<file path="src/rtl/eep_pkg.sv">
package eep_pkg;

  typedef enum logic [3:0] {
    S_IDLE, S_DEV, S_DACK, S_AHI, S_HACK,
    S_ALO, S_LACK, S_TX, S_MACK, S_IGN
  } eep_state_e;

  // Fixed array contents; the address is zero-extended to 16 bits.
  function automatic logic [7:0] cell_value(input logic [15:0] a);
    logic [7:0] m;
    m = a[7:0] * 8'd7;
    return m ^ a[15:8] ^ 8'hA5;
  endfunction

endpackage

</file>
<file path="src/rtl/eep_line_sampler.sv">
module eep_line_sampler #(
  parameter int SYNC_STAGES = 2
) (
  input  logic clk,
  input  logic rst_n,
  input  logic scl_i,
  input  logic sda_i,
  output logic scl_s,
  output logic sda_s,
  output logic scl_rise,
  output logic scl_fall,
  output logic start_p,
  output logic stop_p
);
  logic [SYNC_STAGES:0] scl_sh, sda_sh;
  logic scl_d, sda_d;

  always_ff @(posedge clk or negedge rst_n) begin
    if (!rst_n) begin
      scl_sh <= '1;
      sda_sh <= '1;
    end else begin
      scl_sh <= {scl_sh[SYNC_STAGES-1:0], scl_i};
      sda_sh <= {sda_sh[SYNC_STAGES-1:0], sda_i};
    end
  end

  assign scl_s    = scl_sh[SYNC_STAGES-1];
  assign sda_s    = sda_sh[SYNC_STAGES-1];
  assign scl_d    = scl_sh[SYNC_STAGES];
  assign sda_d    = sda_sh[SYNC_STAGES];
  assign scl_rise = scl_s & ~scl_d;
  assign scl_fall = ~scl_s & scl_d;
  assign start_p  = scl_s & scl_d & sda_d & ~sda_s;
  assign stop_p   = scl_s & scl_d & ~sda_d & sda_s;

endmodule

</file>
<file path="src/rtl/eep_addr_counter.sv">
module eep_addr_counter #(
  parameter int AW = 10
) (
  input  logic          clk,
  input  logic          rst_n,
  input  logic          load,
  input  logic [AW-1:0] load_val,
  input  logic          inc,
  output logic [AW-1:0] value
);
  localparam logic [AW-1:0] TOP = {AW{1'b1}};

  function automatic logic [AW-1:0] step(input logic [AW-1:0] a);
    return (a == TOP) ? '0 : a + 1'b1;
  endfunction

  always_ff @(posedge clk or negedge rst_n) begin
    if (!rst_n)    value <= '0;
    else if (load) value <= load_val;
    else if (inc)  value <= step(value);
  end

  a_r7_wrap_to_zero: assert property (@(posedge clk) disable iff (!rst_n)
    (inc && !load && value == TOP) |=> (value == '0));

  a_r6_hold_when_idle: assert property (@(posedge clk) disable iff (!rst_n)
    (!inc && !load) |=> $stable(value));

endmodule

</file>
<file path="src/rtl/eep_byte_array.sv">
module eep_byte_array #(
  parameter int AW = 10
) (
  input  logic [AW-1:0] addr,
  output logic [7:0]    data
);
  import eep_pkg::*;
  assign data = cell_value(16'(addr));
endmodule

</file>
<file path="src/rtl/eep_i2c_target.sv">
module eep_i2c_target
  import eep_pkg::*;
#(
  parameter int          AW          = 10,
  parameter logic [6:0]  DEV_ADDR    = 7'h50,
  parameter int          SYNC_STAGES = 2
) (
  input  logic clk,
  input  logic rst_n,
  input  logic scl_i,
  input  logic sda_i,
  output logic sda_oe
);
  logic scl_s, sda_s, scl_rise, scl_fall, start_p, stop_p;
  eep_state_e state;
  logic [3:0]    bitcnt;
  logic [7:0]    rx, hi_q, tx, rd_data;
  logic          rw_q, macked;
  logic [AW-1:0] ptr;
  logic          ptr_load, ptr_inc, byte_done, dev_hit;

  eep_line_sampler #(.SYNC_STAGES(SYNC_STAGES)) u_smp (
    .clk(clk), .rst_n(rst_n), .scl_i(scl_i), .sda_i(sda_i),
    .scl_s(scl_s), .sda_s(sda_s), .scl_rise(scl_rise), .scl_fall(scl_fall),
    .start_p(start_p), .stop_p(stop_p));

  eep_addr_counter #(.AW(AW)) u_ptr (
    .clk(clk), .rst_n(rst_n), .load(ptr_load),
    .load_val(AW'({hi_q, rx})), .inc(ptr_inc), .value(ptr));

  eep_byte_array #(.AW(AW)) u_arr (.addr(ptr), .data(rd_data));

  assign byte_done = (bitcnt == 4'd8);
  assign dev_hit   = (rx[7:1] == DEV_ADDR);
  assign ptr_load  = scl_fall && state == S_ALO && byte_done;
  assign ptr_inc   = scl_fall && ((state == S_DACK && rw_q) ||
                                  (state == S_MACK && macked));

  always_ff @(posedge clk or negedge rst_n) begin
    if (!rst_n) begin
      state  <= S_IDLE;
      bitcnt <= '0;
      rx     <= '0;
      hi_q   <= '0;
      tx     <= '0;
      rw_q   <= 1'b0;
      macked <= 1'b0;
      sda_oe <= 1'b0;
    end else if (start_p) begin
      state  <= S_DEV;
      bitcnt <= '0;
      sda_oe <= 1'b0;
    end else if (stop_p) begin
      state  <= S_IDLE;
      sda_oe <= 1'b0;
    end else if (scl_rise) begin
      case (state)
        S_DEV, S_AHI, S_ALO:
          if (!byte_done) begin
            rx     <= {rx[6:0], sda_s};
            bitcnt <= 4'(bitcnt + 4'd1);
          end
        S_TX:   bitcnt <= 4'(bitcnt + 4'd1);
        S_MACK: macked <= ~sda_s;
        default: ;
      endcase
    end else if (scl_fall) begin
      case (state)
        S_DEV:
          if (byte_done) begin
            bitcnt <= '0;
            rw_q   <= rx[0];
            if (dev_hit) begin
              sda_oe <= 1'b1;
              state  <= S_DACK;
            end else begin
              state  <= S_IGN;
            end
          end
        S_DACK:
          if (rw_q) begin
            tx     <= rd_data;
            sda_oe <= ~rd_data[7];
            bitcnt <= '0;
            state  <= S_TX;
          end else begin
            sda_oe <= 1'b0;
            state  <= S_AHI;
          end
        S_AHI:
          if (byte_done) begin
            hi_q   <= rx;
            sda_oe <= 1'b1;
            bitcnt <= '0;
            state  <= S_HACK;
          end
        S_HACK: begin
          sda_oe <= 1'b0;
          state  <= S_ALO;
        end
        S_ALO:
          if (byte_done) begin
            sda_oe <= 1'b1;
            bitcnt <= '0;
            state  <= S_LACK;
          end
        S_LACK: begin
          sda_oe <= 1'b0;
          state  <= S_IGN;
        end
        S_TX:
          if (byte_done) begin
            sda_oe <= 1'b0;
            state  <= S_MACK;
          end else begin
            sda_oe <= ~tx[6];
            tx     <= {tx[6:0], 1'b0};
          end
        S_MACK:
          if (macked) begin
            tx     <= rd_data;
            sda_oe <= ~rd_data[7];
            bitcnt <= '0;
            state  <= S_TX;
          end else begin
            sda_oe <= 1'b0;
            state  <= S_IGN;
          end
        default: ;
      endcase
    end
  end

  a_r10_drive_scl_low: assert property (@(posedge clk) disable iff (!rst_n)
    (sda_oe != $past(sda_oe) && !$past(start_p) && !$past(stop_p)) |-> !scl_s);

  a_r2_ignore_quiet: assert property (@(posedge clk) disable iff (!rst_n)
    (state == S_IGN) |-> !sda_oe);

  a_r8_stop_releases: assert property (@(posedge clk) disable iff (!rst_n)
    stop_p |=> !sda_oe);

  a_r5_step_starts_byte: assert property (@(posedge clk) disable iff (!rst_n)
    ptr_inc |=> (state == S_TX));

  a_r3_load_takes_low_bits: assert property (@(posedge clk) disable iff (!rst_n)
    ptr_load |=> (ptr == AW'($past({hi_q, rx}))));

endmodule

</file>
<file path="config.mk">
export PLATFORM = sky130hd
export DESIGN_NAME = eep_i2c_target
export DESIGN_NICKNAME = d
export VERILOG_FILES = /design/src/rtl/eep_pkg.sv /design/src/rtl/eep_line_sampler.sv /design/src/rtl/eep_addr_counter.sv /design/src/rtl/eep_byte_array.sv /design/src/rtl/eep_i2c_target.sv
export SDC_FILE = /design/constraint.sdc
export NUM_CORES = 1
export LEC_CHECK = 0
export BUFFER_PORTS_ARGS = -buffer_cell sky130_fd_sc_hd__buf_2
export CAP_MARGIN = 30
export CELL_PAD_IN_SITES_DETAIL_PLACEMENT = 1
export CELL_PAD_IN_SITES_GLOBAL_PLACEMENT = 2
export CORE_MARGIN = 1
export CORE_UTILIZATION = 40
export CTS_CLUSTER_SIZE = 24
export DETAILED_ROUTE_END_ITERATION = 7
export GPL_ROUTABILITY_DRIVEN = 1
export HOLD_SLACK_MARGIN = 0.06
export PLACE_DENSITY_LB_ADDON = 0.1
export SETUP_SLACK_MARGIN = 0.02
export SLEW_MARGIN = 20
export SYNTH_ARGS = -nofsm -noshare
export SYNTH_HDL_FRONTEND = slang
export SYNTH_SLANG_ARGS = --single-unit
</file>
<file path="constraint.sdc">
create_clock -name clk -period 3.2 [get_ports clk]
set_input_delay 0.64 -clock clk [delete_from_list [all_inputs] [get_ports clk]]
set_output_delay 0.64 -clock clk [all_outputs]
set_load 0.01 [all_outputs]
</file>
==> results.md <==
* Layout area overhead at 8.05%
* H-tree level count at 2
* Max Fclk at 397 MHz
* Syn Nets at 330
* Crit path max fanout at 9
* Fin crit share at 78.8%
* Total CTS buffers at 5
* Vias in the first global route at 2,380
* Worst setup SP type: flop
* Initial antenna violation count at 0
* PortBufs at 4
* Ranking of synthesized cells by area: dfrtp_1 33%, ha_1 6.9%, dfstp_2 5.4%, mux2_2 5.0%, fa_1 4.1%
* Dpl hpwl at 5480 um
* Number of fill cells at 795
* Most frequent cell after synthesis: dfrtp_1
* Flop pwr share at 48.6%
* RSZ-0062 raised after global routing: false
* Post-synth ARST share at 100%
* First-pass GRT wire length at 12,600 um
* Ant. Diodes at 0
* Antenna-violating nets left at 0
* Vias per cell at 5.74
* # resized after CTS at 0
* Clock Sinks at 44
* Hold Slack at 236 ps
* Req. time, crit path at 3390 ps
* Yosys warnings at 0
* Die area at 7610 um^2
* #FFs+latches synth at 44
* Total track usage at 21.9%
* Post-Syn Area at 2910 um^2
* Initial Util at 42.1%
* Final worst slack at 679 ps
* Pin count of the biggest net entering global routing at 32
* PwrDens at 512 nW/um^2
* IO Pins at 5
* Cell accounting for the most synthesized area: dfrtp_1
* Clk root buf: clkbuf_8
* Leak Pwr at 1.40 nW
* Tightest Pin Transition at 713 ps
* Synth Area per Inst at 9.56 um^2
* Relative max-transition margin at 52.1%
* Max Cap Viol at 0
* Post-CTS Setup Repair Bufs at 0
* Post-synth EDFFs at 0
* Clock Power Share at 27.9%
* Worst hold path type: primary input to asynchronous set/reset pin
* DP Area at 3020 um^2
* Tot Pwr at 1.61 mW
* Status: finished, final reports clean
* DR DRC count at 0
* Critical Path Sink Type: flop
* Clk_lat worst skew at 300 ps
* CP arrival at 2710 ps
* Final Hold Vio Count at 0
* Switching Fraction at 33.6%
* Post-layout min period at 2520 ps
* Initial DRT Pass Iterations at 4
* Row count at 30
* CTS tree: built
* Peak supply drop at 0.412 mV
* Yosys top cell area share at 32.7%
* Final Skew at 10.2 ps
* Die Y at 87.2 um
* Design Area, Final at 3140 um^2
* Final wirelength at 7220 um
* DRT iter0 DRCs at 63
* Final net count at 331
* Internal Power at 1.07 mW
* Place WS at 701 ps
* Core Area at 6910 um^2
* Overflow after GRT at 0
* Gate Count Post-Synth at 304
* Synth Flop Type: dfrtp_1
* Slew Limit Fails at 0
* Register area share after synthesis at 38.1%
* Routability cong. at 0.767
* Final setup vio count at 0
* Synth top cells by count: 38 x dfrtp_1, 29 x nand2_1, 21 x o21ai_0, 17 x nor2_1, 16 x ha_1
* Layout cells sized above 1 at 14.7%
* Clk buf depth at 2
* Comb pwr share at 23.4%
* Yosys cell types at 66
* Clock transition at path regs at 100 ps
* Net Switching at 0.539 mW
* Setup slack, reg-to-reg at 680 ps
* Routed wire per std cell at 18.0 um
* Setup CP Type: flop to flop
* Hold_buf cts at 0
* Fin Setup TNS at 0 ps
* Via count at 2,307
* Die W at 87.2 um
==> power by group through the flow <==
stage               clock [mW]  combinational, mW  sequential [mW]
finish                   0.449              0.377            0.781
global route             0.495              0.421            0.802
global placement             0              0.367            0.785
detailed placement           0              0.378            0.792
CTS                      0.466              0.380            0.780
floorplan                    0              0.326            0.725
==> kinds of logic (layout without fill, tap and decap cells) <==
group                    count (synthesis)  count (layout)  share of synthesized area (%)
AO/OA/AOI/OAI                           78              78                           18.0
XOR/XNOR                                 8               8                           2.41
adder cells (fa/ha/maj)                 23              23                           11.4
buffers and inverters                   28              30                           4.05
flip-flops                              44              44                           38.1
multiplexers                            15              15                           5.73
AND/OR/NAND/NOR                        108             108                           20.4
==> registers in the layout (all words and copies together) (netlist names) <==
signal        count
u_smp.sda_sh      3
rx                8
macked            1
u_ptr.value      10
hi_q              2
rw_q              1
tx                7
state             4
u_smp.scl_sh      3
sda_oe            1
bitcnt            4
==> routing by layer <==
metal	vias to the layer above	GRT usage (%)	part of all wire, %
li1	1115	-	-
met1	1156	30.5	49
met2	28	36.0	48
met3	8	3.22	2.2
met4	0	4.92	1.0
met5	-	0	0
==> layout by cell type, fill, tap and decap left out, drive strengths merged, types with 3 or more instances in the layout <==
cell type  count
dfrtp         38
nand2         29
o21ai         22
nor2          18
ha            16
a21oi         16
inv           14
mux2          13
nand3         11
nor3          10
buf            8
fa             6
dfstp          6
nor2b          5
a31oi          5
o2bb2ai        5
nand4          5
clkbuf         5
or2            4
xor2           4
xnor2          4
nand3b         4
o311ai         4
a211oi         3
or3            3
nor3b          3
==> area by class of cell <==
type	instances	area, um^2	area share [%]
Multi-Input combinational cell	232	1680	53.5
Sequential cell	44	1110	35.3
Tap cell	96	120	3.82
Clock buffer	5	68.8	2.19
Timing Repair Buffer	8	62.6	1.99
Inverter	14	52.6	1.67
Clock inverter	3	47.5	1.51
==> worst max-delay path, cell delays in order, from the launching register on <==
cell     delay [ps]
dfrtp_1         510
fa_1            590
ha_1            170
inv_1            60
fa_1            390
nor2b_1         110
o21ai_0          90
a21oi_1         160
nor3_1           70
mux2_2          260
==> path summary, 6_finish.rpt <==
check	startpoint	endpoint	depth (start not counted)
max reg2reg	u_ptr.value[0]	tx[6]	9
max in group asynchronous	rst_n	u_smp.sda_sh[0]	2
min	rst_n	state[3]	1
min in group clk	u_smp.sda_sh[0]	u_smp.sda_sh[1]	0
min reg2reg	u_smp.sda_sh[0]	u_smp.sda_sh[1]	0
max	u_ptr.value[0]	tx[6]	9
==> per-stage QoR <==
step           util, %  std cells
4_1_cts           45.5        402
3_5_place_dp      43.8        394
5_1_grt           45.5        402
3_3_place_gp      43.5        393
6_report          45.5        402
2_1_floorplan        -        304
Power figures use the tool's default switching activity.
